==> config.mk <==
export PLATFORM = sky130hd
export DESIGN_NAME = branch_target_cache
export DESIGN_NICKNAME = d
export VERILOG_FILES = /design/src/rtl/btc_pkg.sv /design/src/rtl/btc_match.sv /design/src/rtl/btc_victim.sv /design/src/rtl/btc_altpath.sv /design/src/rtl/branch_target_cache.sv
export SDC_FILE = /design/constraint.sdc
export NUM_CORES = 2
export LEC_CHECK = 0
export ABC_CLOCK_PERIOD_IN_PS = 3650
export BUFFER_PORTS_ARGS = -buffer_cell sky130_fd_sc_hd__buf_2
export CORE_MARGIN = 4
export CORE_UTILIZATION = 53
export DETAILED_ROUTE_END_ITERATION = 10
export GPL_TIMING_DRIVEN = 0
export PLACE_DENSITY = 0.85
export SYNTH_ARGS = -nofsm -noshare
export SYNTH_HDL_FRONTEND = slang
export SYNTH_SLANG_ARGS = --single-unit
==> constraint.sdc <==
create_clock -name clk -period 3.65 [get_ports clk]
set_input_delay 0 -clock clk [delete_from_list [all_inputs] [get_ports clk]]
set_output_delay 0 -clock clk [all_outputs]
set_load 0.005 [all_outputs]
==> src/rtl/btc_pkg.sv <==
package btc_pkg;
  typedef enum logic [1:0] {
    UPD_NONE    = 2'd0,
    UPD_INSTALL = 2'd1,
    UPD_REFRESH = 2'd2,
    UPD_DROP    = 2'd3
  } upd_act_e;

  function automatic upd_act_e decide(input logic vld, input logic taken, input logic hit);
    if (!vld) return UPD_NONE;
    if (taken) return hit ? UPD_REFRESH : UPD_INSTALL;
    return hit ? UPD_DROP : UPD_NONE;
  endfunction
endpackage

==> src/rtl/btc_match.sv <==
module btc_match #(
  parameter int ENTRIES = 8,
  parameter int ADDR_W  = 32,
  localparam int IDX_W  = $clog2(ENTRIES)
) (
  input  logic              clk,
  input  logic              rst_n,
  input  logic [ENTRIES-1:0] ent_valid,
  input  logic [ADDR_W-1:0] ent_pc [ENTRIES],
  input  logic [ADDR_W-1:0] key,
  output logic              hit,
  output logic [IDX_W-1:0]  idx
);
  logic [ENTRIES-1:0] eq;

  for (genvar g = 0; g < ENTRIES; g++) begin : g_cmp
    assign eq[g] = ent_valid[g] && (ent_pc[g] == key);
  end

  always_comb begin
    idx = '0;
    for (int i = ENTRIES - 1; i >= 0; i--) begin
      if (eq[i]) idx = IDX_W'(i);
    end
  end
  assign hit = |eq;

  // insertion never creates two entries for one address
  p_no_dup_r6: assert property (@(posedge clk) disable iff (!rst_n) $onehot0(eq));
endmodule

==> src/rtl/btc_victim.sv <==
module btc_victim #(
  parameter int ENTRIES = 8,
  localparam int IDX_W  = $clog2(ENTRIES)
) (
  input  logic               clk,
  input  logic               rst_n,
  input  logic [ENTRIES-1:0] ent_valid,
  input  logic               alloc,
  output logic [IDX_W-1:0]   victim
);
  logic [IDX_W-1:0] rr_q;
  logic [IDX_W-1:0] free_idx;
  logic             any_free;

  always_comb begin
    free_idx = '0;
    any_free = 1'b0;
    for (int i = ENTRIES - 1; i >= 0; i--) begin
      if (!ent_valid[i]) begin
        free_idx = IDX_W'(i);
        any_free = 1'b1;
      end
    end
  end

  assign victim = any_free ? free_idx : rr_q;

  always_ff @(posedge clk) begin
    if (!rst_n) begin
      rr_q <= '0;
    end else if (alloc && !any_free) begin
      rr_q <= (rr_q == IDX_W'(ENTRIES - 1)) ? '0 : rr_q + 1'b1;
    end
  end

  // pointer moves only on an install into a full set
  p_rr_hold_r7: assert property (@(posedge clk) disable iff (!rst_n)
    !($past(alloc) && !$past(any_free)) |-> $stable(rr_q));
endmodule

==> src/rtl/btc_altpath.sv <==
module btc_altpath #(
  parameter int SLOTS       = 4,
  parameter int ADDR_W      = 32,
  parameter int INSTR_BYTES = 4,
  localparam int TAG_W      = $clog2(SLOTS)
) (
  input  logic              clk,
  input  logic              rst_n,
  input  logic              spec_valid,
  input  logic [TAG_W-1:0]  spec_tag,
  input  logic [ADDR_W-1:0] spec_pc,
  input  logic              spec_guess_taken,
  input  logic [ADDR_W-1:0] spec_target,
  input  logic              res_valid,
  input  logic [TAG_W-1:0]  res_tag,
  input  logic              res_taken,
  output logic              flush,
  output logic [ADDR_W-1:0] redirect_pc
);
  logic [SLOTS-1:0] live_q;
  logic [SLOTS-1:0] guess_q;
  logic [ADDR_W-1:0] alt_q [SLOTS];
  logic              mispredict;

  assign mispredict = res_valid && live_q[res_tag] && (res_taken != guess_q[res_tag]);

  always_ff @(posedge clk) begin
    if (!rst_n) begin
      live_q      <= '0;
      guess_q     <= '0;
      flush       <= 1'b0;
      redirect_pc <= '0;
      for (int s = 0; s < SLOTS; s++) alt_q[s] <= '0;
    end else begin
      flush <= mispredict;
      if (mispredict) redirect_pc <= alt_q[res_tag];
      if (res_valid) live_q[res_tag] <= 1'b0;
      if (spec_valid) begin
        live_q[spec_tag]  <= 1'b1;
        guess_q[spec_tag] <= spec_guess_taken;
        alt_q[spec_tag]   <= spec_guess_taken ? spec_pc + ADDR_W'(INSTR_BYTES) : spec_target;
      end
    end
  end

  // a flush follows only a resolution of a live slot
  p_flush_cause_r10: assert property (@(posedge clk) disable iff (!rst_n)
    flush |-> $past(res_valid));
  // a resolved slot is free afterwards unless re-registered
  p_slot_free_r10: assert property (@(posedge clk) disable iff (!rst_n)
    (res_valid && !(spec_valid && spec_tag == res_tag)) |=> !live_q[$past(res_tag)]);
  // registering marks the slot live
  p_slot_live_r8: assert property (@(posedge clk) disable iff (!rst_n)
    spec_valid |=> live_q[$past(spec_tag)]);
endmodule

==> src/rtl/branch_target_cache.sv <==
module branch_target_cache #(
  parameter int ENTRIES     = 8,
  parameter int SLOTS       = 4,
  parameter int ADDR_W      = 32,
  parameter int INSTR_BYTES = 4,
  localparam int IDX_W      = $clog2(ENTRIES),
  localparam int TAG_W      = $clog2(SLOTS)
) (
  input  logic              clk,
  input  logic              rst_n,
  input  logic [ADDR_W-1:0] fetch_pc,
  output logic              pred_taken,
  output logic [ADDR_W-1:0] pred_next_pc,
  input  logic              spec_valid,
  input  logic [TAG_W-1:0]  spec_tag,
  input  logic [ADDR_W-1:0] spec_pc,
  input  logic              spec_guess_taken,
  input  logic [ADDR_W-1:0] spec_target,
  input  logic              res_valid,
  input  logic [TAG_W-1:0]  res_tag,
  input  logic [ADDR_W-1:0] res_pc,
  input  logic              res_taken,
  input  logic [ADDR_W-1:0] res_target,
  output logic              flush,
  output logic [ADDR_W-1:0] redirect_pc
);
  import btc_pkg::*;

  logic [ENTRIES-1:0] ent_valid;
  logic [ADDR_W-1:0]  ent_pc  [ENTRIES];
  logic [ADDR_W-1:0]  ent_tgt [ENTRIES];

  logic             f_hit, r_hit;
  logic [IDX_W-1:0] f_idx, r_idx, vic;
  upd_act_e         act;

  btc_match #(.ENTRIES(ENTRIES), .ADDR_W(ADDR_W)) u_fetch_match (
    .clk(clk), .rst_n(rst_n), .ent_valid(ent_valid), .ent_pc(ent_pc),
    .key(fetch_pc), .hit(f_hit), .idx(f_idx));

  btc_match #(.ENTRIES(ENTRIES), .ADDR_W(ADDR_W)) u_res_match (
    .clk(clk), .rst_n(rst_n), .ent_valid(ent_valid), .ent_pc(ent_pc),
    .key(res_pc), .hit(r_hit), .idx(r_idx));

  assign act = decide(res_valid, res_taken, r_hit);

  btc_victim #(.ENTRIES(ENTRIES)) u_victim (
    .clk(clk), .rst_n(rst_n), .ent_valid(ent_valid),
    .alloc(act == UPD_INSTALL), .victim(vic));

  assign pred_taken   = f_hit;
  assign pred_next_pc = f_hit ? ent_tgt[f_idx] : fetch_pc + ADDR_W'(INSTR_BYTES);

  always_ff @(posedge clk) begin
    if (!rst_n) begin
      ent_valid <= '0;
      for (int e = 0; e < ENTRIES; e++) begin
        ent_pc[e]  <= '0;
        ent_tgt[e] <= '0;
      end
    end else begin
      unique case (act)
        UPD_INSTALL: begin
          ent_valid[vic] <= 1'b1;
          ent_pc[vic]    <= res_pc;
          ent_tgt[vic]   <= res_target;
        end
        UPD_REFRESH: ent_tgt[r_idx] <= res_target;
        UPD_DROP:    ent_valid[r_idx] <= 1'b0;
        default: ;
      endcase
    end
  end

  btc_altpath #(.SLOTS(SLOTS), .ADDR_W(ADDR_W), .INSTR_BYTES(INSTR_BYTES)) u_alt (
    .clk(clk), .rst_n(rst_n),
    .spec_valid(spec_valid), .spec_tag(spec_tag), .spec_pc(spec_pc),
    .spec_guess_taken(spec_guess_taken), .spec_target(spec_target),
    .res_valid(res_valid), .res_tag(res_tag), .res_taken(res_taken),
    .flush(flush), .redirect_pc(redirect_pc));

  // installed branch is present in the chosen entry next cycle
  p_install_r4: assert property (@(posedge clk) disable iff (!rst_n)
    (act == UPD_INSTALL) |=> ent_valid[$past(vic)] && ent_pc[$past(vic)] == $past(res_pc));
  // not-taken outcome clears the matching entry
  p_drop_r5: assert property (@(posedge clk) disable iff (!rst_n)
    (act == UPD_DROP) |=> !ent_valid[$past(r_idx)]);
  // refresh keeps the entry and takes the new target
  p_refresh_r6: assert property (@(posedge clk) disable iff (!rst_n)
    (act == UPD_REFRESH) |=> ent_valid[$past(r_idx)] && ent_tgt[$past(r_idx)] == $past(res_target));
  // a not-taken outcome never adds a valid entry
  p_no_grow_r5: assert property (@(posedge clk) disable iff (!rst_n)
    (res_valid && !res_taken) |=> $countones(ent_valid) <= $countones($past(ent_valid)));
endmodule

==> flow_metrics.py <==
metrics = {
    "status": {
        "status": "complete, but fails checks",
        "violations": "setup timing",
    },
    "logic_synthesis": {
        "synth_flop_cell": "edfxtp_1",
        "postSynthAreaPerCell_um2": 10.83,
        "netlist_area_um2": 37000,
        "synth-seq-cells": 692,
        "synthCells": 3416,
        "synthArstFlopShare_pct": 0,
        "yosysSeqAreaShare_pct": 47.83,
        "synthDistinctLibCells": 81,
        "synth_warnings": 0,
        "synth_edf_count": 384,
        "synth_fp_nets": 3590,
    },
    "timing": {
        "setup_ws_ns": -0.5891,
        "whs_ns": 0.04084,
        "fin_setup_tns_ns": -12.29,
        "slew_viol_final": 0,
        "relSlewSlack_pct": 21.76,
        "hold_viol_final": 0,
        "fin_crit_ns": 4.239,
        "max_freq_mhz": 235.9,
        "finalSetupViolCount": 75,
        "fin_worst_skew_ns": 0.03202,
        "finalCritPeriodShare_pct": 116.1,
        "worst_slew_pin_slew_ns": 1.174,
        "rsz0062_at_grt": "yes",
    },
    "setup_path": {
        "cpMostUsedCell": "buf_12",
        "critical_path_class": "reg2out",
        "crit_slowest_cell": "or4_4",
        "worstPathArrival_ns": 4.24,
        "cp_slowest_stage_delay_ns": 0.68,
        "ff2ff_path_depth": 10,
        "path_max_fanout": 5,
        "required_ns": 3.65,
        "worstSetupStartpointType": "register",
        "cpLargestDelayFamily": "compound AO/OA/AOI/OAI gates",
        "cp-end-kind": "output port",
        "cp.depth": 14,
        "critPathBufInv": 4,
        "crit_chain": "xor2_2 > nor4_2 > nand3_1 > or4_4 > a221oi_4 > buf_12 > o21ai_4 > buf_12 > buf_12 > mux2i_2 > a22oi_2 > o211ai_1 > o221ai_1 > buf_2",
    },
    "cells_and_area": {
        "multi_input_area_um2": 18430,
        "layout.cells.non_filler": 4841,
        "fill_cells": 5091,
        "final_cell_mix": "xor2_1 (456), nor2_1 (425), edfxtp_1 (384)",
        "drive_gt1_share_pct": 20.08,
        "regArea_um2": 17720,
        "areaGrowthSynthToFinish_pct": 20.01,
        "layout_commonest_cell": "xor2_1",
        "fin_nets": 4018,
    },
    "placement": {
        "dp_hpwl_mm": 90.58,
        "place_congestion": 1.021,
        "port_buffers": 187,
        "place_inst": 4543,
    },
    "cts": {
        "cts_tree": "built",
        "cts.sinks": 692,
        "cts-root-buf": "clkbuf_16",
        "h-tree-depth": 3,
        "clockBufferDepth": 3,
        "numCtsBuffers": 74,
        "clk_latency_ns": 0.63,
        "clkTransAtPathRegs_ns": 0.06,
    },
    "grt": {
        "grtUsageTotal_pct": 36.26,
        "grt_pass1_vias": 30448,
        "antenna_found_initial": 10,
        "grt-ovfl-total": 0,
        "grt_pass1_wl_mm": 198.3,
        "grt_max_degree": 33,
    },
    "power": {
        "vdd_drop_max_mv": 0.4505,
        "powerDensity_nw_per_um2": 408.6,
        "p_leak_nw": 20.01,
    },
    "run": {
        "cap_violations": 0,
    },
    "detailed_routing": {
        "wire_per_inst_um": 29.42,
        "first_iter_violations": 4611,
        "routed_via_density": 6.447,
        "drc": 0,
        "wirelength_mm": 142.4,
        "num_vias": 31209,
        "ant_nets": 0,
        "drt_first_pass_iters": 6,
    },
    "floorplan": {
        "die_h_um": 272.2,
        "initial_core_util_pct": 53.66,
        "ios": 236,
        "fp.coreArea_um2": 68950,
        "row_count": 96,
        "die_area_um2": 74100,
        "die-width_um": 272.2,
    },
    "hold_path": {
        "hold_path_depth": 5,
        "hold_class": "in2reg",
    },
}
## sequential cells by signal, indices dropped and copies added (netlist names), 3 cells and up
name and flops:
u_alt.live_q 4, ent_pc 256, u_alt.guess_q 4, u_alt.alt_q 128
ent_tgt 256, u_alt.redirect_pc 32, ent_valid 8, u_victim.rr_q 3
## final timing paths
check,startpoint,slack (ns),to
max,ent_pc[31]$_SDFFE_PN0P_,-0.59,pred_next_pc[19]
min,spec_pc[30],0.04,u_alt.alt_q[0][30]$_SDFFCE_PN0P_
max reg2reg,ent_pc[145]$_SDFFE_PN0P_,-0.08,ent_tgt[3][26]$_SDFFCE_PN0P_
min reg2reg,u_alt.live_q[2]$_SDFF_PN0_,0.46,u_alt.live_q[2]$_SDFF_PN0_
## through the flow
step	power [W]	area, um^2	setup slack [ns]	util (%)
detailed placement	0.01042	39320	-0.6368	57.03
CTS	0.01794	43820	-0.3181	63.56
finish	0.01814	44400	-0.5891	64.40
floorplan	0.009678	37000	0.1647	-
global route	0.01846	44390	-0.6061	64.38
global placement	0.01036	39100	-1.608	56.71
## metal layers
metal | routed length (um) | up-vias | global-route usage [%]
li1 | - | 12864 | -
met1 | 47990 | 14774 | 44.76
met2 | 61070 | 2778 | 54.70
met3 | 21640 | 787 | 12.27
met4 | 11680 | 6 | 22.93
met5 | 41 | - | 0
## worst reg2reg max path, stage by stage, from the launching register on
cell,delay [ns]
dfxtp_1,0.35
xor2_1,0.17
nor4_2,0.38
nand4_1,0.19
or4_1,0.70
nand2_2,0.25
o21a_2,0.25
nand3_1,0.23
a21oi_4,0.39
nand2b_4,0.25
buf_12,0.21
## cell type report
type | instances | share of cell area (%)
clock inverter | 28 | 0.6932
tap | 931 | 2.624
sequential | 692 | 39.90
buffer | 246 | 3.635
timing repair buffer | 357 | 6.509
multi-input combinational | 2420 | 41.50
clock buffer | 103 | 4.633
inverter | 53 | 0.4481
antenna | 11 | 0.06199
## kinds of logic after synthesis
group / count (synthesis) / synth area share [%]
flops: 692 / 47.83
compound gates: 196 / 3.980
simple gates: 1219 / 16.98
xor+xnor: 564 / 13.37
mux: 436 / 13.13
buf+inv: 305 / 4.569
fa+ha+maj: 4 / 0.1353
## cells in the mapped netlist (9+ instances only)
master / instances / area share, %
a21oi_1: 20 / 0.27
a22o_1: 12 / 0.28
a22oi_1: 9 / 0.18
and2_1: 264 / 4.5
buf_1: 9 / 0.091
buf_2: 50 / 0.68
buf_4: 68 / 1.4
buf_6: 22 / 0.67
clkbuf_1: 93 / 0.94
dfxtp_1: 308 / 17
edfxtp_1: 384 / 31
inv_1: 52 / 0.53
mux2_1: 20 / 0.61
mux2_2: 19 / 0.58
mux2i_1: 359 / 9.7
mux4_2: 34 / 2.1
nand2_1: 123 / 1.2
nand2b_1: 13 / 0.22
nand3_1: 65 / 0.88
nand4_1: 56 / 0.95
nor2_1: 434 / 4.4
nor3_1: 37 / 0.50
nor4_1: 147 / 2.5
o211ai_1: 43 / 0.87
o21ai_0: 26 / 0.35
o21ai_1: 10 / 0.14
o221ai_1: 13 / 0.31
o22ai_1: 9 / 0.15
or3_1: 13 / 0.22
xnor2_1: 102 / 2.4
xor2_1: 461 / 11
## power breakdown
| group | internal (W) | leakage, nW | switching, W |
|---|---|---|---|
| Clock | 0.00432 | 1.17 | 0.00330 |
| Sequential | 0.00847 | 6.40 | 0.000118 |
| Combinational | 0.000656 | 12.4 | 0.00128 |
| Total | 0.0134 | 20.0 | 0.00470 |
## repair_timing
action	in CTS	in global routing
pin swaps	56	31
buffers inserted	36	20
endpoints found under the hold margin	398	0
hold buffers	97	0
gates cloned	8	2
resized for setup	169	94
endpoints found under the setup margin	514	540
No activity file was read; power rests on OpenSTA's default activity.
